File: config.mk
export PLATFORM = sky130hd
export DESIGN_NAME = pport_irq
export DESIGN_NICKNAME = d
export VERILOG_FILES = /design/src/rtl/pport_pkg.sv /design/src/rtl/pport_sync.sv /design/src/rtl/pport_ctrl.sv /design/src/rtl/pport_datapath.sv /design/src/rtl/pport_irq.sv
export SDC_FILE = /design/constraint.sdc
export NUM_CORES = 1
export LEC_CHECK = 0
export ABC_AREA = 1
export BUFFER_PORTS_ARGS = -buffer_cell sky130_fd_sc_hd__buf_2
export CORE_UTILIZATION = 50
export DETAILED_ROUTE_END_ITERATION = 8
export GPL_ROUTABILITY_DRIVEN = 0
export PLACE_DENSITY = 0.89
export SYNTH_ARGS = -nofsm -noshare
export SYNTH_HDL_FRONTEND = slang
export SYNTH_SLANG_ARGS = --single-unit
File: constraint.sdc
create_clock -name clk -period 2.2 [get_ports clk]
set_input_delay 0 -clock clk [delete_from_list [all_inputs] [get_ports clk]]
set_output_delay 0 -clock clk [all_outputs]
set_load 0.03 [all_outputs]
File: src/rtl/pport_pkg.sv
package pport_pkg;

  // number of interrupt monitor bits at the top of the port
  localparam int PP_NUM_INT = 2;

  typedef enum logic [1:0] {
    RD_PORT = 2'd0,
    RD_DIR  = 2'd1,
    RD_MODE = 2'd2,
    RD_NONE = 2'd3
  } rdSel_e;

  typedef struct packed {
    logic                  dataWr;
    logic                  dirWr;
    logic                  modeWr;
    logic [PP_NUM_INT-1:0] intClr;
    rdSel_e                rdSel;
  } ctrl_t;

endpackage

File: src/rtl/pport_sync.sv
module pport_sync #(
  parameter int               WIDTH     = 1,
  parameter int               STAGES    = 2,
  parameter logic [WIDTH-1:0] RESET_VAL = '0
) (
  input  logic             clk,
  input  logic             rstN,
  input  logic [WIDTH-1:0] din,
  output logic [WIDTH-1:0] dout
);

  logic [WIDTH-1:0] stage [STAGES];

  always_ff @(posedge clk or negedge rstN) begin
    if (!rstN) begin
      for (int s = 0; s < STAGES; s++) stage[s] <= RESET_VAL;
    end else begin
      stage[0] <= din;
      for (int s = 1; s < STAGES; s++) stage[s] <= stage[s-1];
    end
  end

  assign dout = stage[STAGES-1];

endmodule

File: src/rtl/pport_ctrl.sv
module pport_ctrl
  import pport_pkg::*;
#(
  parameter int NUM_IO = 6,
  parameter int ADDR_W = 2
) (
  input  logic                         wrEn,
  input  logic [ADDR_W-1:0]            addr,
  input  logic [NUM_IO+PP_NUM_INT-1:0] wdata,
  output ctrl_t                        ctrl
);

  localparam int W = NUM_IO + PP_NUM_INT;

  logic isPort;
  logic isDir;
  logic isMode;

  assign isPort = (addr == ADDR_W'(0));
  assign isDir  = (addr == ADDR_W'(1));
  assign isMode = (addr == ADDR_W'(2));

  always_comb begin
    ctrl.dataWr = wrEn && isPort;
    ctrl.dirWr  = wrEn && isDir;
    ctrl.modeWr = wrEn && isMode;
    ctrl.intClr = (wrEn && isPort) ? wdata[W-1 -: PP_NUM_INT] : '0;
    if (isPort)      ctrl.rdSel = RD_PORT;
    else if (isDir)  ctrl.rdSel = RD_DIR;
    else if (isMode) ctrl.rdSel = RD_MODE;
    else             ctrl.rdSel = RD_NONE;
  end

endmodule

File: src/rtl/pport_datapath.sv
module pport_datapath
  import pport_pkg::*;
#(
  parameter int NUM_IO      = 6,
  parameter int SYNC_STAGES = 2
) (
  input  logic                         clk,
  input  logic                         rstN,
  input  ctrl_t                        ctrl,
  input  logic [NUM_IO+PP_NUM_INT-1:0] wdata,
  input  logic [NUM_IO-1:0]            padIn,
  input  logic [PP_NUM_INT-1:0]        intPinN,
  output logic [NUM_IO-1:0]            padOut,
  output logic [NUM_IO-1:0]            padOe,
  output logic [PP_NUM_INT-1:0]        irqReq,
  output logic [NUM_IO+PP_NUM_INT-1:0] rdata
);

  localparam int W = NUM_IO + PP_NUM_INT;

  logic [NUM_IO-1:0]     dataQ;
  logic [NUM_IO-1:0]     dirQ;
  logic [PP_NUM_INT-1:0] modeQ;
  logic [NUM_IO-1:0]     ioLvl;
  logic [PP_NUM_INT-1:0] intLvl;
  logic [PP_NUM_INT-1:0] intPrev;
  logic [PP_NUM_INT-1:0] setEv;
  logic [PP_NUM_INT-1:0] latchQ;

  pport_sync #(.WIDTH(NUM_IO), .STAGES(SYNC_STAGES), .RESET_VAL('0)) u_ioSync (
    .clk(clk), .rstN(rstN), .din(padIn), .dout(ioLvl)
  );

  // interrupt pins idle high, so the chain resets high to avoid a false edge
  pport_sync #(.WIDTH(PP_NUM_INT), .STAGES(SYNC_STAGES), .RESET_VAL('1)) u_intSync (
    .clk(clk), .rstN(rstN), .din(intPinN), .dout(intLvl)
  );

  always_ff @(posedge clk or negedge rstN) begin
    if (!rstN) begin
      dataQ   <= '0;
      dirQ    <= '0;
      modeQ   <= '0;
      intPrev <= '1;
    end else begin
      if (ctrl.dataWr) dataQ <= wdata[NUM_IO-1:0];
      if (ctrl.dirWr)  dirQ  <= wdata[NUM_IO-1:0];
      if (ctrl.modeWr) modeQ <= wdata[PP_NUM_INT-1:0];
      intPrev <= intLvl;
    end
  end

  assign padOut = dataQ;
  assign padOe  = dirQ;


  dir_hold_chk: assert property (@(posedge clk) disable iff (!rstN)
    !ctrl.dirWr |=> $stable(padOe));

  for (genvar i = 0; i < PP_NUM_INT; i++) begin : g_int
    assign setEv[i] = modeQ[i] && intPrev[i] && !intLvl[i];

    always_ff @(posedge clk or negedge rstN) begin
      if (!rstN)                latchQ[i] <= 1'b0;
      else if (setEv[i])        latchQ[i] <= 1'b1;
      else if (ctrl.intClr[i])  latchQ[i] <= 1'b0;
    end

    assign irqReq[i] = modeQ[i] ? latchQ[i] : !intLvl[i];


    edge_set_chk: assert property (@(posedge clk) disable iff (!rstN)
      setEv[i] |=> latchQ[i]);


    set_wins_chk: assert property (@(posedge clk) disable iff (!rstN)
      (setEv[i] && ctrl.intClr[i]) |=> latchQ[i]);


    clear_chk: assert property (@(posedge clk) disable iff (!rstN)
      (ctrl.intClr[i] && !setEv[i]) |=> !latchQ[i]);


    latch_hold_chk: assert property (@(posedge clk) disable iff (!rstN)
      (!ctrl.intClr[i] && !setEv[i]) |=> $stable(latchQ[i]));
  end

  always_comb begin
    unique case (ctrl.rdSel)
      RD_PORT: rdata = {intLvl, ioLvl};
      RD_DIR:  rdata = {{PP_NUM_INT{1'b0}}, dirQ};
      RD_MODE: rdata = {{(W-PP_NUM_INT){1'b0}}, modeQ};
      default: rdata = '0;
    endcase
  end

endmodule

File: src/rtl/pport_irq.sv
module pport_irq
  import pport_pkg::*;
#(
  parameter int NUM_IO      = 6,
  parameter int ADDR_W      = 2,
  parameter int SYNC_STAGES = 2,
  localparam int W          = NUM_IO + PP_NUM_INT
) (
  input  logic                  clk,
  input  logic                  rstN,
  input  logic                  wrEn,
  input  logic [ADDR_W-1:0]     addr,
  input  logic [W-1:0]          wdata,
  output logic [W-1:0]          rdata,
  input  logic [NUM_IO-1:0]     padIn,
  output logic [NUM_IO-1:0]     padOut,
  output logic [NUM_IO-1:0]     padOe,
  input  logic [PP_NUM_INT-1:0] intPinN,
  output logic [PP_NUM_INT-1:0] irqReq
);

  ctrl_t ctrl;

  pport_ctrl #(.NUM_IO(NUM_IO), .ADDR_W(ADDR_W)) u_ctrl (
    .wrEn(wrEn), .addr(addr), .wdata(wdata), .ctrl(ctrl)
  );

  pport_datapath #(.NUM_IO(NUM_IO), .SYNC_STAGES(SYNC_STAGES)) u_dp (
    .clk(clk), .rstN(rstN), .ctrl(ctrl), .wdata(wdata),
    .padIn(padIn), .intPinN(intPinN),
    .padOut(padOut), .padOe(padOe), .irqReq(irqReq), .rdata(rdata)
  );

endmodule

# Word level (Yosys, flattened, before mapping)
# Cells that the tools add are included.
# word_totals
ram_bits	0
memories	0
output_inout_bits	22
wordCells	38
latch_bits	0
ff_bits	34
mem_bits_ro	0
# classes
bitwise_logic	0
mul	0
reduce_logical	13
div	0
n_eq_ne	4
n_lt_le_gt_ge	0
shifts	0
addsub	0
n_mux	11
# op_table
cell	count
case mux 8 bit (3 select lines)	1
logical AND 1 bit	7
2-to-1 mux 1 bit	7
2-to-1 mux 2 bit	3
equality test 2 x 1 -> 1 bit (second input constant)	2
equality test 2 bit (second input constant)	2
logical NOT 2 bit	2
nonzero test 2 bit	2
logical NOT 1 bit	2

# Logic depth before layout (Yosys ltp)
# Gate-level depths: netlist (run 1).
# depth
ltp_word	6
mapped_depth	5
depth_no_buf	5

# Cells and area by module
# From an unflattened synthesis (run 1), not the netlist that was laid out.
# unflattened
hier_cells	134
area_unflattened_um2	1313.8
# by_module_without_submodules
module	seq_area_each_um2	area_each_um2	cells_each	instances
pport_datapath	452.9	799.5	97	1
pport_sync (u_dp.u_ioSync)	300.3	345.3	18	1
pport_sync (u_dp.u_intSync)	105.1	120.1	6	1
pport_ctrl	0.0	48.8	13	1

# Worst setup path before layout (run 1)
# No wires, ideal clock.
# synth_path
kind	register to output
from	reg u_dp.modeQ[1]
to	out irqReq[1]
path_stages_with_launch	2
path_slack_ns	1.114
arrival_time_ns	1.086
t_required_ns	2.200
path_cell_list	dfrtp_1 -> o21ai_0
# synth_between
elab_chain_cells	1
# synth_lines
item	line	rtl
start, declared	pport_datapath.sv:23	logic [PP_NUM_INT-1:0] modeQ;
start signal, assigned	pport_datapath.sv:48	if (ctrl.modeWr) modeQ <= wdata[PP_NUM_INT-1:0];
2-to-1 mux 1 bit	pport_datapath.sv:69	assign irqReq[i] = modeQ[i] ? latchQ[i] : !intLvl[i];
end, declared	pport_irq.sv:19	output logic [PP_NUM_INT-1:0] irqReq
# Every way passes these cells.

# Worst setup path in the final report (run 1)
# layout_path
from	reg u_dp.u_intSync.stage, in the netlist u_dp.u_intSync.dout[0]
to	out rdata[6]
# layout_between
elab_chain_cells	1
# layout_lines
item	line	rtl
start, declared	pport_sync.sv:12	logic [WIDTH-1:0] stage [STAGES];
case mux 8 bit (3 select lines)	pport_datapath.sv:89	unique case (ctrl.rdSel)
end, declared	pport_irq.sv:14	output logic [W-1:0] rdata,
# Every way passes these cells.

==> run_results.csv, run 1 <==
group,metric,value,unit
run_status,status,"completed",
yosys,ys_ff_latch,34,
die,die_y,52.0,µm
cells_and_area,area_growth,39.1,%
detailed_routing,drtIter0Drc,17,
grt,grt_pass1_vias,1026,
sta,tns,0,ps
worst_hold_path,holdCritStartpoint,"addr[0]",
sta,period_needed,1220,ps
yosys,synth_top_area_share,56.2,%
cts,cts_tree,"yes",
cts,cts_buffers,5,
pwr,power.leakage,0.932,nW
yosys,synth_area_leaders,"dfrtp_1 (56%), nand2_1 (16%), dfstp_2 (13%)",
sta,max_freq,822,MHz
cts,post_cts_resized,0,
cts,cts-hold-fix-buffers,18,
die,core-area,2280,µm²
detailed_routing,drc,0,
die,die_w,52.0,µm
yosys,mappedNetlistArea,1250,µm²
cells_and_area,multi_input_area,343,µm²
critical_path,startpoint,"u_dp.u_intSync.dout[0]",
critical_path,timing.rr.start,"u_dp.u_intSync.dout[0]",
yosys,syn_area_per_cell,10.1,µm²
sta,rsz0062_at_grt,"false",
worst_hold_path,hp-class,"input port to register",
sta,tightest_slew,721,ps
yosys,yosysSeqAreaShare,68.8,%
critical_path,endpoint_kind,"output pin",
grt,grt_pass1_wl,4450,µm
die,fp.dieArea,2700,µm²
cells_and_area,fillers,142,
cts,htreeDepth,2,
cts,ctsRootBufferMaster,"clkbuf_4",
cells_and_area,num_antenna_cells,0,
grt,track_usage,24.3,%
detailed_routing,avgRoutedWirePerCell,12.7,µm
detailed_routing,antenna_left,0,
cts,cts.clk_slew.worst_paths,110,ps
sta,final_max_slew_viol_count,0,
grt,grt_max_degree,35,
place,dp.cells,191,
yosys,synth_fp_nets,144,
die,start_util,54.8,%
detailed_routing,vias,1069,
pwr,power.density,852,nW/µm²
cells_and_area,layout.nets,209,
cells_and_area,finalInstanceArea,1740,µm²
sta,clock_skew,4.00,ps
cells_and_area,fin_cells,217,
detailed_routing,drt_first_pass_iters,5,
cts,clock_sinks,34,
critical_path,cp-start-kind,"register",
grt,grt_overflow,0,
sta,min_period_over_period,55.3,%
place,port_buffers,42,
cells_and_area,drive_above_1_share,32.3,%
critical_path,worstSetupPathType,"register to output pin",
pwr,power,1.48,mW
cells_and_area,utilization,76.3,%
critical_path,crit_arrival,1220,ps
yosys,ys_warn_count,0,
yosys,postSynthCellCount,123,
sta,hold_violations,0,
die,ios,43,
place,place_hpwl,1810,µm
sta,max-slew-margin-rel,51.9,%
cells_and_area,register_area,858,µm²
cts,post-cts-setup-buffers,0,
detailed_routing,viasPerCell,4.93,
sta,finalSetupViolations,0,
cts,clock_latency,330,ps
cts,clock_tree.buffer_depth,2,
critical_path,worstPathRequired,2200,ps
grt,antenna_found_initial,0,
job,maxCapViolations,0,
yosys,ys_types,12,
die,rows,17,
place,placed_area,1480,µm²
pwr,ir_worst_vdd,597,µV
yosys,yosys.area.top_type,"dfrtp_1",
critical_path,crit_fanout,3,
detailed_routing,wl,2750,µm
-- state kept, by name (all words and copies together) (netlist names) --
name / flops
u_dp.u_intSync.stage: 2
u_dp.u_ioSync.dout: 6
u_dp.intPrev: 2
u_dp.padOut: 6
u_dp.u_ioSync.stage: 6
u_dp.latchQ: 2
u_dp.u_intSync.dout: 2
u_dp.padOe: 6
u_dp.modeQ: 2
-- area by class of cell --
type                            count  share of cell area (%)
Inverter                            8                    1.73
Multi-Input combinational cell     79                    19.8
Timing Repair Buffer               60                    22.5
Clock buffer                        8                    4.54
Tap cell                           28                    2.02
Sequential cell                    34                    49.5
-- cell families after synthesis --
kind of cell | count (synthesis) | synth area share [%]
AO/OA/AOI/OAI | 6 | 2.41
buffers and inverters | 10 | 3.71
flip-flops | 34 | 68.8
AND/OR/NAND/NOR | 73 | 25.1
-- report_power, final --
| part | switching (mW) | internal, mW |
|---|---|---|
| Clock | 0.200 | 0.218 |
| Sequential | 0.0442 | 0.696 |
| Combinational | 0.215 | 0.104 |
-- routing by layer --
layer	global-route usage, %	part of all wire, %	up-vias
met5	0	0	-
met4	15.8	3.1	0
met3	8.19	7.1	12
met2	40.0	51	58
met1	26.5	39	486
li1	-	-	513
-- cells in the final DEF, fill, tap and decap left out --
cell / instances
nand2_1: 53
buf_2: 42
dfrtp_1: 28
dlygate4sd3_1: 18
nand3_1: 13
inv_1: 8
o21ai_0: 6
dfstp_2: 6
clkbuf_4: 5
clkbuf_8: 3
nor2_4: 2
nor2_1: 2
nand2_2: 2
nor2_2: 1
-- critical path: stages, from the launching register on --
cell and delay, ps:
dfstp_2 540, inv_1 60, nor2_1 90, buf_2 200
-- synthesized netlist by cell type --
library cell	number
nor2_1	2
nand3_1	13
nor2_2	1
buf_6	1
inv_1	8
o21ai_0	6
nor2_4	2
dfrtp_1	28
buf_2	1
dfstp_2	6
nand2_2	2
nand2_1	53
-- metrics by stage --
step	worst slack, ps	hold slack [ps]
3_3_place_gp	1360	78.7
3_5_place_dp	1310	93.1
2_1_floorplan	1110	-296
4_1_cts	965	11.7
6_report	983	24.4
5_1_grt	881	33.2
-- final timing paths --
kind                                          to  slack, ps  cells past startpoint
setup / recovery                        rdata[6]        980                      3
setup reg to reg                  u_dp.latchQ[0]       1370                      3
hold reg to reg            u_dp.u_ioSync.dout[4]        360                      0
min in group asynchronous          u_dp.padOe[1]        240                      2
max in group asynchronous  u_dp.u_ioSync.dout[4]       1490                      2
hold / removal                    u_dp.padOut[2]         20                      4
Note: power is estimated with default switching activity, not from simulation.
==> run 2: changes to the inputs <==
- CORE_UTILIZATION: 50 -> 48
- PLACE_DENSITY: 0.89 -> 0.86
- clock period: 2.2 -> 1.2 ns (I/O delays scaled with it)
==> run 2 against run 1 <==
  * Global-route usage up 0.28 points
  * Sequential power up 84%
  * Total power up 77%
  * Via count up 6.0%
  * Clock skew up 2.8 ps
  * Final cell count up 1.4%
  * Setup slack worse by 970 ps
  * Hold slack worse by 21 ps
  * Critical path depth unchanged
  * Sequential share of layout area down 0.70 points
  * Non-clock buffer count up 1
  * Largest cell class unchanged
==> run_results.csv, run 2 (synthesized netlist as in run 1, its figures left out) <==
group,metric,value,unit
grt,grt_pass1_vias,1078,
sta,tightest_slew,412,ps
grt,grt_overflow,0,
detailed_routing,antenna_left,0,
critical_path,max_stage_delay,440,ps
critical_path,crit_arrival,1190,ps
cts,cts_tree,"yes",
critical_path,critPathCapture,"rdata[1]",
detailed_routing,viasPerCell,5.15,
pwr,ir_worst_vdd,1130,µV
detailed_routing,drtIter0Drc,45,
cts,htreeDepth,2,
detailed_routing,vias,1133,
sta,rsz0062_at_grt,"true",
critical_path,crit_path_cell_trace,"nand3_1 -> nand3_1 -> buf_6",
job,maxCapViolations,0,
critical_path,cp-start-kind,"register",
sta,max-slew-margin-rel,72.5,%
critical_path,endpoint_kind,"output pin",
place,port_buffers,42,
grt,antenna_found_initial,0,
sta,max_freq,840,MHz
cells_and_area,drive_above_1_share,34.7,%
place,place_hpwl,1930,µm
critical_path,r2r_slack,280,ps
detailed_routing,drc,0,
sta,clock_skew,6.81,ps
grt,track_usage,24.6,%
sta,hold_violations,0,
die,fp.dieArea,2810,µm²
critical_path,slowest_stage,"dfrtp_1",
critical_path,crit_fanout,5,
worst_hold_path,holdCritStartpoint,"wrEn",
cts,cts_buffers,5,
cts,clock_latency,320,ps
critical_path,critical_path.top_delay_family,"flip-flops",
die,die_w,53.0,µm
detailed_routing,avgRoutedWirePerCell,13.8,µm
worst_hold_path,hp-class,"input port to register",
cells_and_area,num_antenna_cells,0,
cts,ctsRootBufferMaster,"clkbuf_4",
pwr,power.density,1490,nW/µm²
critical_path,reg2reg_depth,4,
sta,min_period_over_period,99.2,%
critical_path,r2r-end,"u_dp.latchQ[1]",
critical_path,startpoint,"u_dp.modeQ[1]",
die,rows,18,
sta,final_max_slew_viol_count,0,
cts,cts.clk_slew.worst_paths,110,ps
run_status,status,"completed",
pwr,power.leakage,0.933,nW
grt,grt_pass1_wl,4710,µm
pwr,power,2.62,mW
cells_and_area,final_common_cell,"nand2_1",
cts,clock_tree.buffer_depth,2,
critical_path,crit_cells,3,
detailed_routing,drt_first_pass_iters,4,
cells_and_area,layout.nets,210,
sta,whs,3.01,ps
critical_path,timing.rr.start,"u_dp.u_intSync.dout[1]",
detailed_routing,wl,3040,µm
critical_path,critPathBufInv,1,
cells_and_area,area_growth,41.3,%
grt,grt_max_degree,19,
die,start_util,50.4,%
critical_path,worstSetupPathType,"register to output pin",
die,die_y,53.0,µm
die,core-area,2480,µm²
sta,period_needed,1190,ps
sta,finalSetupViolations,0,
cells_and_area,mostFrequentLayoutCells,"nand2_1 (53), buf_2 (38), dfrtp_1 (27)",
critical_path,worstPathRequired,1200,ps
cts,clock_sinks,34,
die,ios,43,
critical_path,cp_common_cell,"nand3_1",
[run 2: cell types whose count changed in the layout (fill, tap and decap cells not counted), sizes merged]
cell / before / now
buf: 42 / 44
clkbuf: 8 / 7
clkinv: 0 / 1
dlygate4sd3: 18 / 17
[run 2: timing repair]
item / 4_1_cts / 5_1_grt
hold buffers: 17 / 0
endpoints found under the hold margin: 58 / 0
pin swaps: 1 / 2
cloned: 0 / 0
endpoints found under the setup margin: 2 / 5
buffers inserted: 0 / 1
gates resized for setup: 3 / 9
[run 2: worst reg2reg max path: stages (launching register included)]
cell,delay (ps)
dfstp_2,560
inv_2,40
buf_4,120
nand3_1,50
nand2_1,50
[run 2: cell type report]
class	instances	area [µm²]
Clock inverter	1	5.00
Fill cell	173	714
Clock buffer	7	55.1
Timing Repair Buffer	61	425
Inverter	8	30.0
Sequential cell	34	860
Tap cell	30	37.5
Multi-Input combinational cell	79	350
[run 2: how the worst min path moves through the flow]
stage | endpoint | slack (ps) | cells after the start
2_1_floorplan | u_dp.latchQ[0] | -300 | 0
3_3_place_gp | u_dp.latchQ[0] | -60 | 1
3_5_place_dp | u_dp.latchQ[0] | -40 | 1
4_1_cts | u_dp.padOut[5] | 10 | 3
5_1_grt | u_dp.padOut[5] | 20 | 3
6_report | u_dp.padOut[5] | 3 | 3
[run 2: metrics by stage]
step | setup slack [ps] | instance area, µm² | instances | setup TNS (ps) | util [%]
after CTS | 0.249 | 1730 | 219 | 0 | 70.0
after global routing | -31.2 | 1760 | 220 | -55.8 | 71.2
after floorplan | 114 | 1250 | 123 | 0 | -
final | 10.1 | 1760 | 220 | 0 | 71.2
after detailed placement | 305 | 1500 | 194 | 0 | 60.5
after global placement | 361 | 1500 | 194 | 0 | 60.5
[run 2: routing by layer]
metal | vias up | part of all wire, % | GRT usage, %
met5 | - | 0 | 0
li1 | 515 | - | -
met2 | 59 | 53 | 43.2
met3 | 17 | 6.4 | 7.18
met1 | 542 | 36 | 27.0
met4 | 0 | 3.9 | 11.4
[run 2: report_power, final]
part           switching (mW)  leakage, nW  internal (mW)
combinational           0.406        0.499          0.209
clock                   0.355       0.0353          0.284
sequential             0.0870        0.399           1.28
total                   0.848        0.933           1.77
==> run 3: changes to the inputs <==
- CORE_UTILIZATION: 48 -> 39
- PLACE_DENSITY: 0.86 -> 0.74
==> run 3 against run 2 <==
  * The run now ends with setup timing left
  * Global-route usage fell by 7.9 points
  * Via count shrank 10%
  * Sequential power hardly changed
  * Core utilization fell by 13 points
  * Count of clock-buffer cells in the layout stayed put
  * Final cell count rose by 5.9%
  * Critical path depth unchanged
  * Largest power group unchanged
==> run_results.csv, run 3 (synthesized netlist as in run 1, its figures left out) <==
group,metric,value,unit
critical_path,worstPathRequired,1200,ps
cells_and_area,fin_cells,233,
pwr,p_seq_share,49.2,%
detailed_routing,drtIter0Drc,47,
grt,use_met3,6.59,%
pwr,switching_power,822,µW
cts,cts_buffers,5,
run_status,violations,"setup timing",
sta,hold_violations,0,
critical_path,worstSetupPathType,"register to output pin",
cells_and_area,area_growth,42.8,%
critical_path,reg2reg_depth,3,
job,maxCapViolations,0,
detailed_routing,avgRoutedWirePerCell,10.9,µm
critical_path,cp-start-kind,"register",
die,core-area,3050,µm²
grt,grt_overflow,0,
die,start_util,40.9,%
cells_and_area,layout.nets,209,
cts,ctsRootBufferMaster,"clkbuf_4",
run_status,status,"complete, but fails checks",
critical_path,slowest_stage,"dfstp_2",
pwr,clockPowerShare,29.2,%
die,ios,43,
grt,antenna_found_initial,0,
pwr,ir_worst_vdd,810,µV
sta,finalSetupViolations,1,
pwr,p_int,1.93,mW
place,dp.cells,208,
place,dp_slack,325,ps
die,die_w,58.6,µm
grt,globalRouteMet1Util,18.7,%
die,fp.dieArea,3430,µm²
grt,track_usage,16.7,%
pwr,power_switching_share,29.9,%
detailed_routing,drc,0,
grt,grt_pass1_vias,992,
critical_path,critPathBufInv,2,
detailed_routing,viasPerCell,4.36,
sta,max-slew-margin-rel,74.2,%
grt,grt_max_degree,19,
pwr,power.leakage,0.933,nW
detailed_routing,vias,1017,
cells_and_area,mostFrequentLayoutCells,"nand2_1 (53), buf_2 (38), dfrtp_1 (28)",
cts,htreeDepth,2,
cells_and_area,drive_above_1_share,33.3,%
pwr,power.density,1540,nW/µm²
place,port_buffers,42,
die,rows,20,
sta,whs,16.1,ps
grt,top_usage_layer,"met2",
critical_path,max_stage_delay,570,ps
critical_path,crit_path_cell_trace,"inv_2 -> nor2_2 -> buf_6",
sta,period_needed,1250,ps
worst_hold_path,hp-class,"input port to register",
critical_path,critical_path.top_delay_family,"flip-flops",
detailed_routing,wl,2550,µm
sta,final_max_slew_viol_count,0,
critical_path,endpoint_kind,"output pin",
place,place_hpwl,1720,µm
sta,max_freq,799,MHz
critical_path,crit_cells,3,
cells_and_area,final_common_cell,"nand2_1",
die,die_y,58.6,µm
sta,rsz0062_at_grt,"true",
sta,clock_skew,5.39,ps
sta,setup_slack,-50.9,ps
critical_path,crit_fanout,3,
cells_and_area,num_antenna_cells,0,
cts,clock_tree.buffer_depth,2,
grt,grt_pass1_wl,4140,µm
critical_path,crit_arrival,1250,ps
cts,cts_tree,"yes",
cts,clock_sinks,34,
pwr,power.share.combinational,21.6,%
cts,clock_latency,330,ps
detailed_routing,drt_first_pass_iters,4,
detailed_routing,antenna_left,0,
worst_hold_path,hold_depth,3,
cts,cts.clk_slew.worst_paths,100,ps
sta,tightest_slew,387,ps
grt,met2_usage,28.1,%
sta,min_period_over_period,104,%
==> run 3: layout make-up <==
type	count	area, µm²
Tap cell	44	55.1
Clock inverter	1	30.0
Inverter	8	30.0
Clock buffer	7	45.0
Fill cell	284	1270
Sequential cell	34	858
Multi-Input combinational cell	79	345
Timing Repair Buffer	60	418
==> run 3: per-layer routing <==
metal  share of wire [%]  up-vias
met1                  40      461
met4                 2.4        0
met2                  52       38
li1                    -      512
met3                 5.6        6
met5                   0        -
==> run 3: power groups by stage <==
stage | sequential (mW) | clock (mW) | combinational (mW)
after detailed placement | 1.37 | 0 | 0.539
after global placement | 1.37 | 0 | 0.530
final | 1.35 | 0.802 | 0.593
after floorplan | 1.49 | 0 | 0.215
after global routing | 1.37 | 0.877 | 0.648
after CTS | 1.35 | 0.823 | 0.584
==> run 3: through the flow <==
| stage | area [µm²] | util [%] | power, mW | TNS [ps] |
|---|---|---|---|---|
| CTS | 1770 | 57.9 | 2.76 | 0 |
| detailed placement | 1520 | 49.7 | 1.91 | 0 |
| floorplan | 1250 | - | 1.71 | 0 |
| finish | 1780 | 58.4 | 2.75 | -50.9 |
| global placement | 1520 | 49.7 | 1.90 | 0 |
| global route | 1780 | 58.4 | 2.89 | -167 |
==> run 3: worst register-to-register path, delay by kind of cell, from the launching register on <==
kind | cells | cell delay, ps
buffers and inverters | 1 | 60
DFF | 1 | 570
and+or+nand+nor | 2 | 110
==> run 3: timing repair <==
item | in CTS | in global routing
pin swaps | 2 | 1
endpoints found under the hold margin | 58 | 0
setup endpoints to repair | 2 | 4
hold buffers | 17 | 0
resized for setup | 3 | 8
setup buffers | 0 | 0
==> run 3: final timing paths <==
kind                                              from               endpoint  slack (ps)
worst min-delay path                              wrEn         u_dp.padOut[3]          20
min in group asynchronous                         rstN         u_dp.padOut[0]         110
max in group asynchronous                         rstN          u_dp.padOe[4]         670
worst max register to register  u_dp.u_intSync.dout[1]         u_dp.latchQ[1]         370
worst min register to register  u_dp.u_ioSync.stage[9]  u_dp.u_ioSync.dout[3]         350
worst max-delay path            u_dp.u_intSync.dout[1]               rdata[7]         -50
